<file path="src/rtl/sk_scan_pkg.sv">
package sk_scan_pkg;
    localparam int LANES      = 16;
    localparam int GRP        = 4;
    localparam int GROUPS     = LANES / GRP;
    localparam int LEVELS     = 4;
    localparam int DBL_LEVELS = 2;
    localparam int ADDERS     = 36;

    // distance used by a recursive-doubling level inside a group
    function automatic int dbl_dist(input int lvl);
        return 1 << lvl;
    endfunction

    // number of groups sharing one broadcast total at a fan level
    function automatic int fan_span(input int lvl);
        return 1 << (lvl - DBL_LEVELS);
    endfunction
endpackage

</file>
<file path="src/rtl/sk_dbl_level.sv">
module sk_dbl_level
    import sk_scan_pkg::*;
#(
    parameter int WIDTH = 16,
    parameter int DIST  = 1
) (
    input  logic [LANES-1:0][WIDTH-1:0] a,
    output logic [LANES-1:0][WIDTH-1:0] y
);
    for (genvar i = 0; i < LANES; i++) begin : g_lane
        if ((i % GRP) >= DIST) begin : g_add
            assign y[i] = a[i] + a[i-DIST];
        end else begin : g_pass
            assign y[i] = a[i];
        end
    end
endmodule

</file>
<file path="src/rtl/sk_fan_level.sv">
module sk_fan_level
    import sk_scan_pkg::*;
#(
    parameter int WIDTH = 16,
    parameter int SPAN  = 1
) (
    input  logic [LANES-1:0][WIDTH-1:0] a,
    output logic [LANES-1:0][WIDTH-1:0] y
);
    for (genvar i = 0; i < LANES; i++) begin : g_lane
        localparam int G   = i / GRP;
        localparam int BLK = G / SPAN;
        if ((BLK % 2) == 1) begin : g_add
            localparam int SRC = BLK * SPAN * GRP - 1;
            assign y[i] = a[i] + a[SRC];
        end else begin : g_pass
            assign y[i] = a[i];
        end
    end
endmodule

</file>
<file path="src/rtl/sk_stage.sv">
module sk_stage
    import sk_scan_pkg::*;
#(
    parameter int WIDTH = 16,
    parameter bit REG   = 1'b1
) (
    input  logic                        clk,
    input  logic                        rst,
    input  logic                        d_vld,
    input  logic [LANES-1:0][WIDTH-1:0] d,
    output logic                        q_vld,
    output logic [LANES-1:0][WIDTH-1:0] q
);
    if (REG) begin : g_reg
        always_ff @(posedge clk) begin
            if (rst) begin
                q_vld <= 1'b0;
                q     <= '0;
            end else begin
                q_vld <= d_vld;
                q     <= d;
            end
        end
    end else begin : g_wire
        assign q_vld = d_vld;
        assign q     = d;
    end
endmodule

</file>
<file path="src/rtl/sk_scan16.sv">
module sk_scan16
    import sk_scan_pkg::*;
#(
    parameter int WIDTH     = 16,
    parameter bit PIPELINED = 1'b1
) (
    input  logic                   clk,
    input  logic                   rst,
    input  logic                   in_vld,
    input  logic [LANES*WIDTH-1:0] in_data,
    output logic                   out_vld,
    output logic [LANES*WIDTH-1:0] out_data
);
    logic [LEVELS:0][LANES-1:0][WIDTH-1:0] st_d;
    logic [LEVELS:0]                       st_v;
    logic [LEVELS-1:0][LANES-1:0][WIDTH-1:0] sum_d;

    assign st_d[0] = in_data;
    assign st_v[0] = in_vld;

    for (genvar k = 0; k < LEVELS; k++) begin : g_level
        if (k < DBL_LEVELS) begin : g_dbl
            sk_dbl_level #(.WIDTH(WIDTH), .DIST(dbl_dist(k))) i_dbl (
                .a(st_d[k]),
                .y(sum_d[k])
            );
        end else begin : g_fan
            sk_fan_level #(.WIDTH(WIDTH), .SPAN(fan_span(k))) i_fan (
                .a(st_d[k]),
                .y(sum_d[k])
            );
        end
        sk_stage #(.WIDTH(WIDTH), .REG(PIPELINED)) i_stage (
            .clk  (clk),
            .rst  (rst),
            .d_vld(st_v[k]),
            .d    (sum_d[k]),
            .q_vld(st_v[k+1]),
            .q    (st_d[k+1])
        );
    end

    assign out_vld  = st_v[LEVELS];
    assign out_data = st_d[LEVELS];
endmodule

</file>
<file path="config.mk">
export PLATFORM = sky130hd
export DESIGN_NAME = sk_scan16
export DESIGN_NICKNAME = d
export VERILOG_FILES = /design/src/rtl/sk_scan_pkg.sv /design/src/rtl/sk_dbl_level.sv /design/src/rtl/sk_fan_level.sv /design/src/rtl/sk_stage.sv /design/src/rtl/sk_scan16.sv
export SDC_FILE = /design/constraint.sdc
export NUM_CORES = 2
export LEC_CHECK = 0
export ABC_CLOCK_PERIOD_IN_PS = 2500
export BUFFER_PORTS_ARGS = -buffer_cell sky130_fd_sc_hd__buf_2
export CORE_MARGIN = 10
export CORE_UTILIZATION = 30
export CTS_CLUSTER_SIZE = 28
export DETAILED_ROUTE_END_ITERATION = 8
export HOLD_SLACK_MARGIN = 0.12
export PLACE_DENSITY_LB_ADDON = 0.08
export SYNTH_ARGS = -nofsm -noshare
export SYNTH_HDL_FRONTEND = slang
export SYNTH_SLANG_ARGS = --single-unit
</file>
<file path="constraint.sdc">
create_clock -name clk -period 2.5 [get_ports clk]
set_input_delay 0 -clock clk [delete_from_list [all_inputs] [get_ports clk]]
set_output_delay 0 -clock clk [all_outputs]
set_load 0.05 [all_outputs]
</file>
# Word level (Yosys, flattened, before mapping)
# Index checks and enable logic that the tools add are counted.
# classes
muxes	0
bitwise_logic	0
mul	0
n_lt_le_gt_ge	0
add_sub_neg	36
n_div	0
eq_ne	0
reduce_logical	0
shifts	0
# ops
operator	n
$add A16 B16 Y16	36
# totals
latchBits	0
output_inout_bits	257
regBits	1028
mem_count	0
mem_bits_ro	0
in_bits	259
mem_bits_rw	0

# Longest topological paths before layout
# depth
word_depth	1
mapped_depth	8
ltp_nobuf	8

# Hierarchy
# From an unflattened synthesis, not the netlist that was laid out.
# unflattened
cells_unflattened	5879
area_unflattened_um2	55383.1
# by_module_without_submodules
module	area_per_inst_um2	n_inst	cells_per_inst
sk_stage	6890.4	4	542
sk_dbl_level at g_level[0].g_dbl.i_dbl	8802.2	1	1196
sk_fan_level at g_level[3].g_fan.i_fan	6518.8	1	872
sk_fan_level at g_level[2].g_fan.i_fan	6253.5	1	821
sk_dbl_level at g_level[1].g_dbl.i_dbl	6247.2	1	822

# Worst setup path before layout
# OpenSTA, ideal clock, no wires.
# synth_timing
kind	register -> register
startpoint	register g_level[2].i_stage.q[113] in the netlist's numbering
endpoint	register g_level[3].i_stage.q[239] in the netlist's numbering
required_time_ns	2.379
path_buffers	0
stages_incl_launch_ff	8
slack_ns	-0.088
synth_period_minus_slack_ns	2.588
arrival_time_ns	2.468
setup_ns	0.121
path_cell_list	dfxtp_1 ha_1 a21o_1 nand4_1 a31oi_1 a311o_1 a41oi_1 mux2_2
# synth_between
elab_chain_cells	1
# synth_lines
element	line_no	text
start: declaration	sk_stage.sv:12	output logic [LANES-1:0][WIDTH-1:0] q
start signal: assignment	sk_stage.sv:18	q <= '0;
start signal: assignment	sk_stage.sv:21	q <= d;
$add A16 B16 Y16	sk_fan_level.sv:15	assign y[i] = a[i] + a[SRC];
end signal: assignment	sk_stage.sv:18	
end signal: assignment	sk_stage.sv:21	
end: declaration	sk_stage.sv:12	
# No other way between the ends.
# A chain may end at the register's enable or synchronous reset.

# Worst setup path in the final report
# layout_timing
startpoint	input in_data[231]
endpoint	register g_level[0].i_stage.q[255] in the netlist's numbering
# layout_between
elab_chain_cells	1
# layout_lines
element	line_no	text
start: declaration	sk_scan16.sv:10	input logic [LANES*WIDTH-1:0] in_data,
$add A16 B16 Y16	sk_dbl_level.sv:12	assign y[i] = a[i] + a[i-DIST];
end signal: assignment	sk_stage.sv:18	
end signal: assignment	sk_stage.sv:21	
end: declaration	sk_stage.sv:12	
# No other way between the ends.

==> reports/summary.txt <==
GR Overflow Total: 0
VDD IR-drop max: 0.5812 mV
Setup crit end kind: flop
Post-Route WL: 176800 µm
Filler cells: 16658
Max transition margin: 56.43%
Pre-antenna DRT Iters: 5
Largest family of logic cells by synthesized area: simple AND/OR/NAND/NOR gates
Remaining DRCs: 0
Top post-synthesis cells by area: dfxtp_1 41%, ha_1 13%, nor2b_1 7.5%, nor2_1 4.5%, xnor2_1 3.6%
Hpwl dp: 141100 µm
Clock share of power: 31.5%
Die Ht: 430.2 µm
Distinct cells, synth: 82
Post-synth top cells: 1028 x dfxtp_1, 611 x nor2_1, 605 x nor2b_1
Combinational power share: 33.5%
Chip width: 430.2 µm
Initial antenna violation count: 39
# port buffers: 515
Most frequent cell after synthesis: dfxtp_1
Cell area power density: 865.5 nW/µm²
Sink Count: 1028
Final hold viol count: 0
Leakage: 30.88 nW
Largest net degree at the start of global routing: 92
HP Class: in2reg
CP max stage delay: 0.56 ns
Ys flop type: dfxtp_1
# nets final: 7431
CTS Buf Count: 118
XOR/XNOR Fraction of Synth Area: 6.560%
Slew Viols, Final: 0
Fmax: 404.2 MHz
Critical Path Most Common Cell: dlygate4sd3_1
Maxcap violations: 0
Vias per cell: 4.710
Yosys top cell area share: 40.78%
CP Data Required Time: 3.09 ns
Worst-Skew Late Latency: 0.77 ns
Status: finished, final reports clean
CP Cell Sequence: dlygate4sd3_1 > buf_2 > ha_1 > nand2_1 > or3_1 > o21ai_2 > a41oi_2 > a22oi_1 > mux2_2 > dlygate4sd3_1
Register area share after synthesis: 40.78%
Sequential power share: 35.0%
Clock skew: 0.05681 ns
Inst Count DP: 8171
Root buffer cell: clkbuf_16
GR Layer Usage met2: 28.27%
Wire per inst: 19.85 µm
First-pass GRT wire length: 264100 µm
RSZ-0062 raised after global routing: yes
Pint: 0.03750 W
Vias in the first global route: 41922
Non-Filler Instances: 8907
Met3 capacity usage during global routing: 2.922%
Async SR Flop Fraction: 0%
Synth area leader: dfxtp_1
Final WS setup: 0.02585 ns
Vias: 41955
Final GP Congestion: 0.8531
Fraction of power spent switching nets: 35.64%
Mapped Cells: 5368
Clock buffer depth: 3
Startpoint types: input pin
IO Pins: 516
Worst hold slack: 0.1919 ns
Minimum clock period: 2.474 ns
Post-synth EDFFs: 0
Site Rows: 150
WP data arrival: 3.06 ns
DP Worst Slack: -0.3222 ns
Syn_nets: 6203
CP max stage cell: dlygate4sd3_1
Synth warnings: 0
CTS tree: built
Final setup viols: 0
Mux share of post-synthesis cell area: 1.554%
Drt initial violations: 2379
CTS clock-pin slew for the worst setup and hold paths: 0.06 ns
Initial core utilization: 30.18%
H-Tree Depth: 3
Net Sw Power: 0.02077 W
Max FO, Critical Path: 5
GRT busiest layer: met2
Core region area: 167200 µm²
Post-Syn Area per Cell: 9.401 µm²
Post-route ant nets: 0
Crit share post-route: 98.97%
#FFs+latches synth: 1028
Total GRT Usage: 18.45%
Area grow syn2layout: 33.39%
Synth Area in Simple Gates: 18.73%
Setup Crit Path Kind: in2reg
Die ar.: 185000 µm²
Post-Syn Area: 50470 µm²
Met1 Use GR: 26.17%
Compound-Gate Fraction of Synth Area: 15.44%
Share of layout cells above drive strength 1: 18.05%
Synth Area in Adders: 14.82%
Worst-Margin Slew: 0.6536 ns
[logic make-up after synthesis]
group	Yosys count
simple gates	1840
compound gates	1196
flops	1028
fa+ha+maj	576
xor+xnor	378
buf+inv	280
mux	70
[timing repair]
action | 4_1_cts | 5_1_grt
endpoints found under the hold margin | 744 | 0
gates resized for setup | 30 | 131
buffers inserted | 2 | 12
gates cloned | 0 | 0
pin swaps | 14 | 56
setup endpoints to repair | 30 | 105
hold buffers | 500 | 0
[per-stage QoR]
| step | instance area, µm² | TNS, ns | power, W | util (%) |
|---|---|---|---|---|
| finish | 67320 | 0 | 0.05826 | 40.26 |
| global route | 67310 | -0.07978 | 0.06149 | 40.25 |
| CTS | 66660 | -0.0006970 | 0.05865 | 39.86 |
| detailed placement | 57350 | -2.235 | 0.03895 | 34.29 |
| global placement | 57350 | -1.688 | 0.03897 | 34.29 |
| floorplan | 50470 | 0 | 0.03201 | - |
[final timing paths]
path,slack [ns],start,depth (start not counted),endpoint
setup / recovery,0.03,in_data[231],10,g_level[0].i_stage.q[255]$_SDFF_PP0_
hold / removal,0.19,in_data[135],3,g_level[0].i_stage.q[135]$_SDFF_PP0_
setup reg to reg,0.08,g_level[2].i_stage.q[119]$_SDFF_PP0_,9,g_level[3].i_stage.q[223]$_SDFF_PP0_
hold reg to reg,0.40,g_level[2].i_stage.q[27]$_SDFF_PP0_,1,g_level[3].i_stage.q[27]$_SDFF_PP0_
[cells in the final DEF, fill, tap and decap left out, types with 37 or more instances in the layout]
cell	instances
dfxtp_1	1023
nor2_1	610
nor2b_1	605
ha_1	531
buf_2	514
dlygate4sd3_1	491
a21oi_1	303
a21o_1	231
buf_4	225
xnor2_1	207
nand2_1	196
xor2_1	169
o21ai_0	159
inv_1	123
clkbuf_16	118
nor3_1	100
mux2_2	67
a31oi_1	66
nand3_1	65
and3_1	57
o21bai_1	52
o21a_1	46
nand4_1	43
a211oi_1	38
a21oi_2	37
[registers in the layout (all words and copies together) (netlist names)]
| name | cells |
|---|---|
| g_level.i_stage.q_vld | 4 |
| g_level.i_stage.q | 1024 |
[power groups by stage]
stage / clock network (W) / logic [W] / registers (W)
after floorplan: 0 / 0.00953 / 0.0225
after global placement: 0 / 0.0182 / 0.0208
after detailed placement: 0 / 0.0181 / 0.0208
after CTS: 0.0189 / 0.0193 / 0.0204
after global routing: 0.0195 / 0.0213 / 0.0206
final: 0.0184 / 0.0195 / 0.0204
[critical path: cells and delay by family]
| family | cells | cell delay [ns] |
|---|---|---|
| adders and majority gates | 1 | 0.34 |
| and+or+nand+nor | 2 | 0.45 |
| AOI/OAI and AO/OA | 3 | 0.66 |
| buffers and inverters | 3 | 1.26 |
| muxes | 1 | 0.36 |
[final cells by class]
class | count | area, µm² | area share, %
timing repair buffer | 1264 | 9808 | 14.57
multi-input combinational | 4060 | 29480 | 43.80
inverter | 124 | 465.4 | 0.6914
clock inverter | 62 | 874.6 | 1.299
antenna | 10 | 25.02 | 0.03717
tap | 2204 | 2758 | 4.096
clock buffer | 155 | 3312 | 4.920
sequential | 1028 | 20590 | 30.59
[routing by layer]
metal  up-vias  wire length, µm  share of wire [%]
met4        12             5787                3.3
met3       265             7873                4.5
li1      21326                -                  -
met1     19456            87720                 50
met2       896            75310                 43
met5         -               77              0.044
No activity file was read; power rests on OpenSTA's default activity.
